[src/rtl/gvr_pkg.sv]
package gvr_pkg;

    localparam int DATA_W    = 16;
    localparam int GUARD_W   = 2;
    localparam int FRAC_W    = 4;
    localparam int ACC_W     = DATA_W + GUARD_W + FRAC_W;
    localparam int OUT_W     = DATA_W + 1;
    localparam int ITERS     = 8;
    localparam int PER_CLK   = 2;
    localparam int NSTAGE    = ITERS / PER_CLK;
    localparam int LATENCY   = NSTAGE + 1;
    localparam int GAIN_FRAC = 16;
    localparam int PROD_W    = ACC_W + GAIN_FRAC + 1;
    localparam int SCALE_SH  = GAIN_FRAC + FRAC_W;

    // product of 1/sqrt(1+2^-2i) over i = 0..7, scaled by 2^16; tied to ITERS = 8
    localparam logic signed [GAIN_FRAC:0] GAIN_Q = 17'sd39797;
    localparam logic signed [PROD_W-1:0] ROUND_HALF = PROD_W'(1) <<< (SCALE_SH - 1);

    typedef logic signed [ACC_W-1:0] acc_t;

    typedef struct packed {
        acc_t x;
        acc_t y;
    } pair_t;

    // sign-extend into the accumulator, place the fraction bits, optionally negate
    function automatic acc_t widen(input logic signed [DATA_W-1:0] v, input logic neg);
        acc_t w;
        w = acc_t'(v) <<< FRAC_W;
        return neg ? -w : w;
    endfunction

    // one shift-and-add step; dir = 1 turns clockwise
    function automatic pair_t micro_step(input pair_t p, input logic dir, input int unsigned sh);
        pair_t r;
        acc_t  px;
        acc_t  py;
        acc_t  xs;
        acc_t  ys;
        px = p.x;
        py = p.y;
        xs = px >>> sh;
        ys = py >>> sh;
        if (dir) begin
            r.x = px + ys;
            r.y = py - xs;
        end else begin
            r.x = px - ys;
            r.y = py + xs;
        end
        return r;
    endfunction

    // gain correction with round-to-nearest, back to integer output scale
    function automatic logic signed [OUT_W-1:0] descale(input acc_t v);
        logic signed [PROD_W-1:0] prod;
        prod = v * GAIN_Q;
        prod = prod + ROUND_HALF;
        return prod[SCALE_SH +: OUT_W];
    endfunction

endpackage

[src/rtl/gvr_stage.sv]
module gvr_stage
    import gvr_pkg::*;
#(
    parameter int FIRST_ITER = 0
) (
    input  logic  clk,
    input  pair_t lead_i,
    input  pair_t trail_i,
    output pair_t lead_o,
    output pair_t trail_o
);

    pair_t lead_c  [PER_CLK+1];
    pair_t trail_c [PER_CLK+1];
    logic  dir     [PER_CLK];

    assign lead_c[0]  = lead_i;
    assign trail_c[0] = trail_i;

    for (genvar k = 0; k < PER_CLK; k++) begin : g_step
        // vectoring decision taken from the leading y only
        assign dir[k]         = ~lead_c[k].y[ACC_W-1];
        assign lead_c[k+1]    = micro_step(lead_c[k], dir[k], FIRST_ITER + k);
        // trailing engine reuses the direction bit, never an angle
        assign trail_c[k+1]   = micro_step(trail_c[k], dir[k], FIRST_ITER + k);
    end

    always_ff @(posedge clk) begin
        lead_o  <= lead_c[PER_CLK];
        trail_o <= trail_c[PER_CLK];
    end

endmodule

[src/rtl/gvr_gain.sv]
module gvr_gain
    import gvr_pkg::*;
(
    input  logic                    clk,
    input  pair_t                   p_i,
    output logic signed [OUT_W-1:0] x_o,
    output logic signed [OUT_W-1:0] y_o
);

    always_ff @(posedge clk) begin
        x_o <= descale(p_i.x);
        y_o <= descale(p_i.y);
    end

endmodule

[src/rtl/givens_cordic_pair.sv]
module givens_cordic_pair
    import gvr_pkg::*;
(
    input  logic                     clk,
    input  logic                     rst_n,
    input  logic                     valid_in,
    input  logic signed [DATA_W-1:0] lead_x_in,
    input  logic signed [DATA_W-1:0] lead_y_in,
    input  logic signed [DATA_W-1:0] trail_x_in,
    input  logic signed [DATA_W-1:0] trail_y_in,
    output logic                     valid_out,
    output logic signed [OUT_W-1:0]  lead_x_out,
    output logic signed [OUT_W-1:0]  lead_y_out,
    output logic signed [OUT_W-1:0]  trail_x_out,
    output logic signed [OUT_W-1:0]  trail_y_out
);

    logic               half_turn;
    pair_t              lead_s  [NSTAGE+1];
    pair_t              trail_s [NSTAGE+1];
    logic [LATENCY-1:0] vpipe;

    // left half-plane: turn both pairs by 180 degrees before iterating
    assign half_turn    = lead_x_in[DATA_W-1];
    assign lead_s[0].x  = widen(lead_x_in, half_turn);
    assign lead_s[0].y  = widen(lead_y_in, half_turn);
    assign trail_s[0].x = widen(trail_x_in, half_turn);
    assign trail_s[0].y = widen(trail_y_in, half_turn);

    for (genvar s = 0; s < NSTAGE; s++) begin : g_stage
        gvr_stage #(
            .FIRST_ITER(s * PER_CLK)
        ) u_stage (
            .clk     (clk),
            .lead_i  (lead_s[s]),
            .trail_i (trail_s[s]),
            .lead_o  (lead_s[s+1]),
            .trail_o (trail_s[s+1])
        );
    end

    gvr_gain u_gain_lead (
        .clk (clk),
        .p_i (lead_s[NSTAGE]),
        .x_o (lead_x_out),
        .y_o (lead_y_out)
    );

    gvr_gain u_gain_trail (
        .clk (clk),
        .p_i (trail_s[NSTAGE]),
        .x_o (trail_x_out),
        .y_o (trail_y_out)
    );

    always_ff @(posedge clk or negedge rst_n) begin
        if (!rst_n) begin
            vpipe <= '0;
        end else begin
            vpipe <= {vpipe[LATENCY-2:0], valid_in};
        end
    end

    assign valid_out = vpipe[LATENCY-1];

endmodule

[config.mk]
export PLATFORM = sky130hd
export DESIGN_NAME = givens_cordic_pair
export DESIGN_NICKNAME = d
export VERILOG_FILES = /design/src/rtl/gvr_pkg.sv /design/src/rtl/gvr_stage.sv /design/src/rtl/gvr_gain.sv /design/src/rtl/givens_cordic_pair.sv
export SDC_FILE = /design/constraint.sdc
export NUM_CORES = 2
export LEC_CHECK = 0
export BUFFER_PORTS_ARGS = -buffer_cell sky130_fd_sc_hd__buf_2
export CAP_MARGIN = 10
export CORE_ASPECT_RATIO = 0.6
export CORE_MARGIN = 8
export CORE_UTILIZATION = 55
export DETAILED_ROUTE_END_ITERATION = 8
export PLACE_DENSITY_LB_ADDON = 0.25
export SLEW_MARGIN = 25
export SYNTH_ARGS = -nofsm -noshare
export SYNTH_HDL_FRONTEND = slang
export SYNTH_SLANG_ARGS = --single-unit
[constraint.sdc]
create_clock -name clk -period 5.9 [get_ports clk]
set_input_delay 0.59 -clock clk [delete_from_list [all_inputs] [get_ports clk]]
set_output_delay 0.59 -clock clk [all_outputs]
set_load 0.02 [all_outputs]
==> run summary <==
Max Fclk: 0.161 GHz
Mapped Area: 0.0799 mm^2
CP Capture Type: register
Core Footprint: 0.144 mm^2
Clock slew at reported path FFs: 0.07 ns
Slew HR: 0.451
Post-Layout Inst Area: 0.107 mm^2
Initial Util: 0.553
Crit-path max FO: 6
Top_reg_cell synth: dfxtp_1
Max-cap viol count: 0
Total track usage: 0.310
# diodes: 0
Startpoint Class: register
Layout net count: 13900
Setup violations, final: 63
Clock Skew: 0.0375 ns
Area Growth Syn to Fin: 33.8%
Via density: 5.76
Die Span Y: 311 um
Worst hold path type: in2reg
Max Slew Vio Count: 0
Detailed-route DRC error count: 0
Slowest-stage cell, CP: o211ai_1
Worst-Skew Late Latency: 0.66 ns
Worst EP required: 6.46 ns
Placed inst area: 0.0972 mm^2
Synth Area per Inst: 8.37 um^2
WL final: 266 mm
CTS tree: yes
CTS max path bufs: 3
Async set-reset flop share out of synthesis: 0.0122
Sequential area share after synthesis: 0.103
Most used cell, CP: buf_4
Final hold violation count: 0
Yosys cell types: 107
Cells after DPL: 13300
TritonCTS Sinks: 411
H-tree level count: 2
Layout Utilization: 0.740
Pin count of the biggest net entering global routing: 40
Clock period minus worst slack: 6.23 ns
Seq. cell area: 0.00838 mm^2
Via Count: 79000
Dpl hpwl: 211 mm
Die area: 0.158 mm^2
WS Path Type: reg2reg
Number of DRC markers in iteration 0: 8023
Top-count cell post-synth: inv_1
Area leader, netlist: ha_1
Post-synth top cells: inv_1, ha_1, xnor2_1, fa_1, a21oi_1
Failing checks: negative setup slack
Vias in the first global route: 77300
Die Width: 508 um
Final WS setup: -0.330 ns
EDFF count, synth: 0
Multi-input gate area: 0.0708 mm^2
Top-area cell type share of the netlist area: 0.210
Number of warning messages in the yosys log: 0
Routed Antenna Nets: 0
Final period util: 1.06
RSZ-0062 raised after global routing: yes
Crit-path max cell delay: 0.39 ns
Layout cells sized above 1: 0.294
Seq cells post-synth: 411
Port bufs: 135
Fillers: 10300
Final Non-Filler Cells: 13700
Synth Instances: 9551
Boundary Pins: 136
CP Data Arrival Time: 6.79 ns
Final Wtd Congestion: 0.981
GRT Residual Overflow: 0
Clock root cell: clkbuf_16
Outcome: finished with violations
Initial antenna violation count: 2
Row count: 108
DRT Pass-1 Iters: 7
CTS Buf Count: 47
Synth top area cells: ha_1, fa_1, dfxtp_1, xnor2_1, inv_1
First-pass GRT wire length: 406 mm
Routed WL per cell: 19.4 um
Worst-Margin Slew: 0.814 ns
stage by stage:
stage                     setup TNS [ns]  hold slack, ns  worst slack [ns]
after floorplan                   -0.526           0.294            -0.159
after global placement            -39.89           0.336            -0.843
after detailed placement          -61.45           0.338             -1.08
after CTS                         -0.930         0.00325            -0.162
after global routing              -27.70          0.0182            -0.552
final                              -7.36          0.0491            -0.330
cell families (layout without fill, tap and decap cells):
kind of cell | after synthesis | count (layout) | synth area share
AOI/OAI and AO/OA | 2094 | 2094 | 0.170
other | 2 | 3 | 0.0000940
muxes | 59 | 59 | 0.00767
buffers and inverters | 1741 | 3980 | 0.0821
adders and majority gates | 2046 | 2046 | 0.386
DFF | 411 | 411 | 0.103
and+or+nand+nor | 2122 | 2122 | 0.132
xor gates and xnor gates | 1076 | 1076 | 0.118
final cells by class:
class,instances,area share
clock buffers,60,0.0123
clock inverters,26,0.00309
inverters,1600,0.0564
multi-input cells,7400,0.662
flip-flops and latches,411,0.0784
well taps,1925,0.0225
repair buffers,2294,0.165
what timing repair did:
action,4_1_cts,5_1_grt
cloned,2,3
setup endpoints to repair,148,185
hold endpoints to repair,5,0
hold buffers,1,0
pin swaps,318,553
setup buffers,165,160
resized for setup,529,796
per-layer routing:
layer  track usage  wire length, um  up-vias  part of all wire
met5             0               12        -          0.000045
met1         0.479           126000    38300              0.47
met4        0.0379             3760        2             0.014
met2         0.436           107000     3446              0.40
met3        0.0874            29900      372              0.11
li1              -                -    36900                 -
state kept, by name, summed over array words and instances (netlist names):
register	flops
g_stage.u_stage.lead_o	169
g_stage.u_stage.trail_o	169
u_gain_lead.x_o	17
u_gain_lead.y_o	17
u_gain_trail.x_o	17
u_gain_trail.y_o	17
vpipe	5
cells in the final DEF, fill, tap and decap left out, types with 85 or more instances in the layout:
| master | count |
|---|---|
| ha_1 | 1255 |
| nor3_1 | 211 |
| nor2_1 | 574 |
| o21a_1 | 103 |
| nor2b_1 | 85 |
| dfxtp_1 | 343 |
| a21oi_2 | 128 |
| a21oi_1 | 496 |
| xor2_1 | 305 |
| buf_2 | 133 |
| fa_1 | 674 |
| o21ai_0 | 260 |
| nand2_1 | 364 |
| inv_1 | 1566 |
| buf_4 | 2040 |
| xnor2_1 | 694 |
| a21o_1 | 186 |
| nand3_1 | 135 |
critical path, delay by kind of cell (launching register included):
kind / cells / cell delay [ns]
AOI/OAI and AO/OA: 12 / 1.96
buffers and inverters: 11 / 1.54
and+or+nand+nor: 7 / 1.10
xor gates and xnor gates: 3 / 0.62
adders and majority gates: 2 / 0.52
DFF: 1 / 0.34
final timing paths:
check	slack (ns)	cells past startpoint	end	startpoint
min in group asynchronous	0.27	2	vpipe[2]$_DFF_PN0_	rst_n
worst min register to register	0.35	0	vpipe[4]$_DFF_PN0_	vpipe[3]$_DFF_PN0_
worst min-delay path	0.05	1	vpipe[0]$_DFF_PN0_	valid_in
max in group asynchronous	5.50	2	vpipe[4]$_DFF_PN0_	rst_n
worst max register to register	-0.33	35	g_stage[2].u_stage.lead_o[39]$_DFF_P_	g_stage[1].u_stage.lead_o[28]$_DFF_P_
worst max-delay path	-0.33	35	g_stage[2].u_stage.lead_o[39]$_DFF_P_	g_stage[1].u_stage.lead_o[28]$_DFF_P_
Power is left out: the tool's default activity adds up to more than one toggle a clock period on the data nets, which glitch-free logic cannot reach.
